## src/rtl/rqs_pkg.sv

```systemverilog
package rqs_pkg;

  typedef enum logic [2:0] {
    ST_IDLE,
    ST_DRAIN,
    ST_BLOCK,
    ST_ENGRST,
    ST_HOLD,
    ST_RELEASE,
    ST_REEN
  } rqs_state_e;

  typedef enum logic [1:0] {
    RX_FOLLOW,
    RX_OFF,
    RX_RESTORE
  } rqs_rx_mode_e;

  function automatic int rqs_max(input int a, input int b);
    return (a > b) ? a : b;
  endfunction

endpackage

```

## src/rtl/rqs_timer.sv

```systemverilog
module rqs_timer #(
  parameter int CW = 8
) (
  input  logic          clk,
  input  logic          rst,
  input  logic          load,
  input  logic [CW-1:0] load_val,
  output logic          zero
);

  logic [CW-1:0] cnt_q;

  always_ff @(posedge clk) begin
    if (rst) begin
      cnt_q <= '0;
    end else if (load) begin
      cnt_q <= load_val;
    end else if (cnt_q != '0) begin
      cnt_q <= cnt_q - 1'b1;
    end
  end

  assign zero = (cnt_q == '0);

endmodule

```

## src/rtl/rqs_fsm.sv

```systemverilog
module rqs_fsm
  import rqs_pkg::*;
#(
  parameter int SETTLE = 125000,
  parameter int PULSE  = 16,
  parameter int CW     = 18
) (
  input  logic          clk,
  input  logic          rst,
  input  logic          req,
  input  logic          tmr_zero,
  output logic          tmr_load,
  output logic [CW-1:0] tmr_val,
  output logic          capture,
  output rqs_rx_mode_e  rx_mode,
  output logic          path_rst_q,
  output logic          eng_rst_q,
  output logic          done_q
);

  localparam logic [CW-1:0] SETTLE_LD = CW'(SETTLE - 1);
  localparam logic [CW-1:0] PULSE_LD  = CW'(PULSE - 1);

  rqs_state_e state_q, state_nxt;

  always_comb begin
    state_nxt = state_q;
    tmr_load  = 1'b0;
    tmr_val   = '0;
    capture   = 1'b0;
    unique case (state_q)
      ST_IDLE: begin
        if (req) begin
          state_nxt = ST_DRAIN;
          tmr_load  = 1'b1;
          tmr_val   = SETTLE_LD;
          capture   = 1'b1;
        end
      end
      ST_DRAIN: begin
        if (tmr_zero) state_nxt = ST_BLOCK;
      end
      ST_BLOCK: begin
        state_nxt = ST_ENGRST;
        tmr_load  = 1'b1;
        tmr_val   = PULSE_LD;
      end
      ST_ENGRST: begin
        if (tmr_zero) state_nxt = ST_HOLD;
      end
      ST_HOLD:    state_nxt = ST_RELEASE;
      ST_RELEASE: state_nxt = ST_REEN;
      ST_REEN:    state_nxt = ST_IDLE;
      default:    state_nxt = ST_IDLE;
    endcase
  end

  always_comb begin
    unique case (state_nxt)
      ST_IDLE: rx_mode = RX_FOLLOW;
      ST_REEN: rx_mode = RX_RESTORE;
      default: rx_mode = RX_OFF;
    endcase
  end

  always_ff @(posedge clk) begin
    if (rst) begin
      state_q    <= ST_IDLE;
      path_rst_q <= 1'b0;
      eng_rst_q  <= 1'b0;
      done_q     <= 1'b0;
    end else begin
      state_q    <= state_nxt;
      path_rst_q <= (state_nxt == ST_BLOCK) || (state_nxt == ST_ENGRST) ||
                    (state_nxt == ST_HOLD);
      eng_rst_q  <= (state_nxt == ST_ENGRST);
      done_q     <= (state_nxt == ST_REEN);
    end
  end

endmodule

```

## src/rtl/rqs_port_gate.sv

```systemverilog
module rqs_port_gate
  import rqs_pkg::*;
#(
  parameter int NPORT = 8
) (
  input  logic             clk,
  input  logic             rst,
  input  logic             capture,
  input  rqs_rx_mode_e     rx_mode,
  input  logic [NPORT-1:0] port_en,
  input  logic [NPORT-1:0] tx_en,
  output logic [NPORT-1:0] rx_en_q,
  output logic [NPORT-1:0] tx_en_q
);

  logic [NPORT-1:0] mask_q;

  for (genvar i = 0; i < NPORT; i++) begin : g_port
    always_ff @(posedge clk) begin
      if (rst) begin
        mask_q[i]  <= 1'b0;
        rx_en_q[i] <= 1'b0;
        tx_en_q[i] <= 1'b0;
      end else begin
        if (capture) mask_q[i] <= port_en[i];
        tx_en_q[i] <= tx_en[i];
        unique case (rx_mode)
          RX_FOLLOW:  rx_en_q[i] <= port_en[i];
          RX_RESTORE: rx_en_q[i] <= mask_q[i];
          default:    rx_en_q[i] <= 1'b0;
        endcase
      end
    end
  end

endmodule

```

## src/rtl/rqs_top.sv

```systemverilog
module rqs_top
  import rqs_pkg::*;
#(
  parameter int NPORT       = 8,
  parameter int CLK_MHZ     = 125,
  parameter int SETTLE_US   = 1000,
  parameter int ENG_RST_CYC = 16
) (
  input  logic             clk,
  input  logic             rst,
  input  logic             req_i,
  input  logic [NPORT-1:0] port_en_i,
  input  logic [NPORT-1:0] tx_en_i,
  output logic [NPORT-1:0] rx_en_o,
  output logic [NPORT-1:0] tx_en_o,
  output logic             path_rst_o,
  output logic             eng_rst_o,
  output logic             done_o
);

  localparam int SETTLE_CYC = CLK_MHZ * SETTLE_US;
  localparam int PULSE_CYC  = (ENG_RST_CYC < 16) ? 16 : ENG_RST_CYC;
  localparam int CW         = $clog2(rqs_max(SETTLE_CYC, PULSE_CYC) + 1);

  logic          tmr_load;
  logic [CW-1:0] tmr_val;
  logic          tmr_zero;
  logic          capture;
  rqs_rx_mode_e  rx_mode;

  rqs_timer #(.CW(CW)) u_timer (
    .clk      (clk),
    .rst      (rst),
    .load     (tmr_load),
    .load_val (tmr_val),
    .zero     (tmr_zero)
  );

  rqs_fsm #(.SETTLE(SETTLE_CYC), .PULSE(PULSE_CYC), .CW(CW)) u_fsm (
    .clk        (clk),
    .rst        (rst),
    .req        (req_i),
    .tmr_zero   (tmr_zero),
    .tmr_load   (tmr_load),
    .tmr_val    (tmr_val),
    .capture    (capture),
    .rx_mode    (rx_mode),
    .path_rst_q (path_rst_o),
    .eng_rst_q  (eng_rst_o),
    .done_q     (done_o)
  );

  rqs_port_gate #(.NPORT(NPORT)) u_gate (
    .clk     (clk),
    .rst     (rst),
    .capture (capture),
    .rx_mode (rx_mode),
    .port_en (port_en_i),
    .tx_en   (tx_en_i),
    .rx_en_q (rx_en_o),
    .tx_en_q (tx_en_o)
  );

endmodule

```

## config.mk

```make
export PLATFORM = sky130hd
export DESIGN_NAME = rqs_top
export DESIGN_NICKNAME = d
export VERILOG_FILES = /design/src/rtl/rqs_pkg.sv /design/src/rtl/rqs_timer.sv /design/src/rtl/rqs_fsm.sv /design/src/rtl/rqs_port_gate.sv /design/src/rtl/rqs_top.sv
export SDC_FILE = /design/constraint.sdc
export NUM_CORES = 1
export LEC_CHECK = 0
export BUFFER_PORTS_ARGS = -buffer_cell sky130_fd_sc_hd__clkbuf_2
export CAP_MARGIN = 10
export CORE_ASPECT_RATIO = 1.5
export CORE_MARGIN = 5
export CORE_UTILIZATION = 55
export DETAILED_ROUTE_END_ITERATION = 10
export PLACE_DENSITY = 0.79
export SYNTH_ARGS = -nofsm -noshare
export SYNTH_HDL_FRONTEND = slang
export SYNTH_HIERARCHICAL = 1
export SYNTH_SLANG_ARGS = --single-unit
```

## constraint.sdc

```tcl
create_clock -name clk -period 2.2 [get_ports clk]
set_input_delay 0.22 -clock clk [delete_from_list [all_inputs] [get_ports clk]]
set_output_delay 0.22 -clock clk [all_outputs]
set_load 0.005 [all_outputs]
```

**Word level (Yosys, flattened, before mapping)**

Cells that the tools add are included.
Widths: inputs -> output; s select.

- Add/sub/neg operators: 1
- Equal/unequal tests: 10
- Muxes and demuxes: 20
- Reduce and logical (&&, ||, !) cells: 8

Operators with widths:

| cell | count |
|---|---|
| $mux 17 | 3 |
| $pmux 17 s2 | 1 |
| $pmux 1 s2 | 9 |
| $pmux 3 s6 | 1 |
| $logic_not 17->1 | 1 |
| $reduce_bool 17->1 | 1 |
| $sub 17x1->17 const B | 1 |
| $eq 3x2->1 const B | 4 |
| $eq 3x3->1 const B | 4 |
| $mux 3 | 3 |
| $logic_not 3->1 | 2 |
| $pmux 2 s2 | 1 |
| $eq 3x1->1 const B | 1 |
| $eq 2x2->1 const B | 1 |
| $logic_not 2->1 | 1 |
| $logic_or 1x1->1 | 2 |
| $mux 1 | 2 |
| $reduce_bool 2->1 | 1 |

- Bits in registers: 47
- Input bits: 19
- Output and inout port bits: 19
- Logic and storage cells: 68

**Logic depth before layout (Yosys ltp)**

- Word-level depth: 7
- Mapped depth: 8
- Mapped depth without buffers: 8

**Modules after synthesis**

The synthesis kept the hierarchy.

By module, submodules not included:

| module | times used | cells an instance | area an instance (um^2) | seq. area each (um^2) |
|---|---|---|---|---|
| rqs_timer | 1 | 112 | 930.9 | 340.3 |
| rqs_port_gate | 1 | 69 | 790.8 | 480.5 |
| rqs_fsm | 1 | 47 | 427.9 | 120.1 |

**Worst setup path after synthesis**

Ideal clock, no wire load.

- Path type: reg-to-reg
- From: register u_timer.cnt_q[0]
- To: register u_timer.cnt_q[14]
- Library setup time: 0.117 ns
- Arrival time: 1.779 ns
- Data required time: 2.083 ns
- Setup slack: 0.304 ns
- Stages on the path, launching flop included: 8
- Buffers on the path: 0
- Clock period less this slack: 1.896 ns
- Cells stage by stage: dfxtp_1 inv_1 ha_1 nor4b_1 nand4b_1 nor2_1 mux2_2 a22o_1

- Longest elaborated chain between the ends: 3
- Elaborated cells between the ends (all ways): 5
- Those cells by class: add/sub: 1; mux: 2; reduce/logical: 2

Ends and longest elaborated chain:

| element | line | text |
|---|---|---|
| from (decl) | rqs_timer.sv:11 | `logic [CW-1:0] cnt_q;` |
| from (signal assigned) | rqs_timer.sv:17 | `cnt_q <= load_val;` |
| from (signal assigned) | rqs_timer.sv:19 | `cnt_q <= cnt_q - 1'b1;` |
| $sub 17x1->17 | rqs_timer.sv:19 |  |
| $mux 17 | rqs_timer.sv:18 | `end else if (cnt_q != '0) begin` |
| $mux 17 | rqs_timer.sv:16 | `end else if (load) begin` |

Parallel ways exist; a longest one is shown, timed or not. The select of a mux whose other input is x is not followed.
A chain may end at the register's enable or synchronous reset.

**Worst setup path after layout**

- From: register u_timer.cnt_q[0]
- To: register u_timer.cnt_q[1]

The elaborated chain is that of the path after synthesis.

==> flow_summary.json <==
{
  "status": "complete, no violations",
  "n_antenna_cell": 0,
  "p_clk_share_pct": 26.0,
  "crit_family": "simple AND/OR/NAND/NOR gates",
  "total_switching_power_uw": 891,
  "r2r_cells": 7,
  "vias": 1578,
  "finalCritPeriodShare_pct": 91.8,
  "tightest_slew_ns": 0.614,
  "via_per_inst": 5.23,
  "firstDrtPassIters": 4,
  "finalCriticalPeriod_ns": 2.02,
  "grtUsageTotal_pct": 16.1,
  "ant_nets": 0,
  "async_flop_share_pct": 0,
  "yosysTopAreaCell": "dfxtp_1",
  "finalSetupViolCount": 0,
  "path_clk_slew_ns": 0.09,
  "rsz0062_at_grt": "false",
  "synth-seq-area-share_pct": 43.8,
  "cts.sinks": 47,
  "ys_types": 50,
  "internal_power_mw": 1.92,
  "critical_path_depth": 7,
  "antenna_found_initial": 0,
  "peakVddDrop_mv": 0.747,
  "critical-path-slowest-cell": "dfxtp_1",
  "rows": 27,
  "setup_tns_ns": 0,
  "cts_tree": "done",
  "drv_slew": 0,
  "clock_insertion_delay_worst_skew_ns": 0.29,
  "cts_root_buf": "clkbuf_8",
  "switching_share_pct": 31.7,
  "hpwl_um": 2780,
  "cp_data_arrival_time_ns": 2.24,
  "cp.required_ns": 2.42,
  "num_io_pins": 38,
  "die_area_mm2": 0.00528,
  "die_w_um": 61.0,
  "area_growth_syn_to_layout_pct": 12.7,
  "start_util_pct": 57.8,
  "wl_per_cell_um": 12.8,
  "gp_congestion": 0.826,
  "leakage_nw": 1.02,
  "total_power_mw": 2.81,
  "synth_flop_cell": "dfxtp_1",
  "slew_headroom_pct": 59.0,
  "power_frac_seq_pct": 40.6,
  "final_nets": 278,
  "cpPeakStageDelay_ns": 0.34,
  "drv_cap": 0,
  "ys_seq_elements": 47,
  "chipHeight_um": 86.6,
  "wl_um": 3850,
  "drive_gt1_share_pct": 25.5,
  "synthCells": 228,
  "crit_type": "flip-flop to flip-flop",
  "grt_pass1_vias": 1596,
  "synth_top_area_share_pct": 43.8,
  "syn_area_per_cell_um2": 9.43,
  "design_area_mm2": 0.00242,
  "crit_buf_inv": 1,
  "hold_viol": 0,
  "crit_path_end_kind": "flip-flop",
  "synth_edf_count": 0,
  "cp_max_fo": 5,
  "grt_max_degree": 34,
  "htree_num_levels": 2,
  "synth.most_common_cell": "dfxtp_1",
  "timing.hold.ws_ns": 0.125,
  "yosysWarnings": 6,
  "clock-skew-final_ns": 0.00573,
  "powerDensity_mw_per_mm2": 1160,
  "timing.fmax_mhz": 495,
  "cts_setup_buffers": 0,
  "core_mm2": 0.00372,
  "synth_area_leaders": "dfxtp_1 44%, mux2i_1 8.4%, buf_4 5.9%, nor2_1 4.9%, nand2_1 3.3%",
  "layoutNonFillerInstCount": 302,
  "gr-total-overflow": 0,
  "portBuffers": 37,
  "crit_chain": "inv_1, ha_1, nor4b_2, nand4b_1, or2_4, a211o_1, a21oi_2",
  "drtIter0Drc": 20,
  "holdPathStages": 2,
  "holdCritPathClass": "primary input to flip-flop",
  "synthTopCellsByCount": "47 x dfxtp_1, 28 x nor2_1, 19 x nand2_1",
  "dp_cells": 294,
  "p_comb_share_pct": 33.3,
  "placed_area_mm2": 0.00228,
  "cts_buffers": 5,
  "drc": 0,
  "grt_pass1_wl_um": 6710,
  "startpoint_type": "flip-flop",
  "syn_area_mm2": 0.00215,
  "clock_path_buffers": 2
}
-- cells by family (layout without fill, tap and decap cells) --
family | after synthesis | after routing | synth area share (%)
mux | 19 | 19 | 8.91
fa+ha+maj | 1 | 1 | 0.582
other cells | 1 | 7 | 0.174
flops | 47 | 47 | 43.8
xor+xnor | 10 | 10 | 4.07
simple gates | 96 | 96 | 24.9
compound gates | 26 | 26 | 8.79
buf+inv | 28 | 53 | 8.79
-- worst register-to-register path: stages (launching register included) --
cell,delay (ns)
dfxtp_1,0.34
inv_1,0.09
ha_1,0.22
nor4b_2,0.30
nand4b_1,0.25
or2_4,0.33
a211o_1,0.31
a21oi_2,0.12
-- path summary, 6_finish.rpt --
kind                            slack (ns)              from                 to
worst max register to register        0.18  u_timer/cnt_q[0]   u_timer/cnt_q[1]
worst min register to register        0.50  u_gate/mask_q[1]   u_gate/mask_q[1]
worst max-delay path                  0.18  u_timer/cnt_q[0]   u_timer/cnt_q[1]
worst min-delay path                  0.13        tx_en_i[0]  u_gate/tx_en_q[0]
-- final cells by class --
cell class	count	area (um2)
clock inverters	2	60.1
repair buffers	42	235
well taps	43	53.8
fillers	329	1290
clock buffers	6	72.6
inverters	3	11.3
multi-input cells	159	1050
flip-flops and latches	47	941
-- power by group through the flow --
| stage | combinational, mW | sequential (mW) | clock, mW |
|---|---|---|---|
| 2_1_floorplan | 0.780 | 1.12 | 0 |
| 3_3_place_gp | 0.914 | 1.15 | 0 |
| 3_5_place_dp | 0.929 | 1.15 | 0 |
| 4_1_cts | 0.941 | 1.14 | 0.749 |
| 5_1_grt | 1.05 | 1.17 | 0.793 |
| 6_report | 0.937 | 1.14 | 0.731 |
-- state kept, by name, indices dropped and copies added (netlist names) --
signal	flops
u_fsm/state_q	3
u_gate/rx_en_q	8
u_timer/cnt_q	17
u_fsm/path_rst_q	1
u_gate/tx_en_q	8
u_gate/mask_q	8
u_fsm/eng_rst_q	1
u_fsm/done_q	1
-- placed cells by master (no fill, tap or decap), drive strengths merged --
cell,netlist,final
a211o,2,2
or3b,1,1
o21ai,10,10
buf,23,5
and2b,5,5
nor4b,3,3
o21a,2,2
inv,3,3
or2,4,4
nor3b,1,1
and2,1,1
xor2,2,2
o2bb2ai,1,1
bufinv,0,2
or3,3,3
clkbuf,2,43
a22o,1,1
nand2b,2,2
a21oi,5,5
nor2b,6,6
or4,2,2
nand3b,1,1
a211oi,2,2
a32o,2,2
nor4,5,5
nor2,28,28
mux2i,18,18
a2111oi,1,1
nand4b,2,2
and3b,1,1
conb,1,7
ha,1,1
mux2,1,1
dfxtp,47,47
nand2,20,20
xnor2,8,8
nor3,11,11
-- routing by layer --
metal	global-route usage (%)	wire, um
met3	3.43	250
met2	29.5	2040
met1	17.3	1480
met5	0	0
met4	5.72	78
-- metrics by stage --
step	worst slack (ns)	util (%)
3_3_place_gp	0.198	61.4
4_1_cts	0.0150	65.0
6_report	0.180	65.2
3_5_place_dp	0.125	61.4
5_1_grt	0.0329	65.2
2_1_floorplan	0.304	-
-- repair_timing --
| item | in CTS | in global routing |
|---|---|---|
| hold buffers | 0 | 0 |
| endpoints found under the setup margin | 0 | 10 |
| resized for setup | 0 | 1 |
Note: power is estimated with default switching activity, not from simulation.
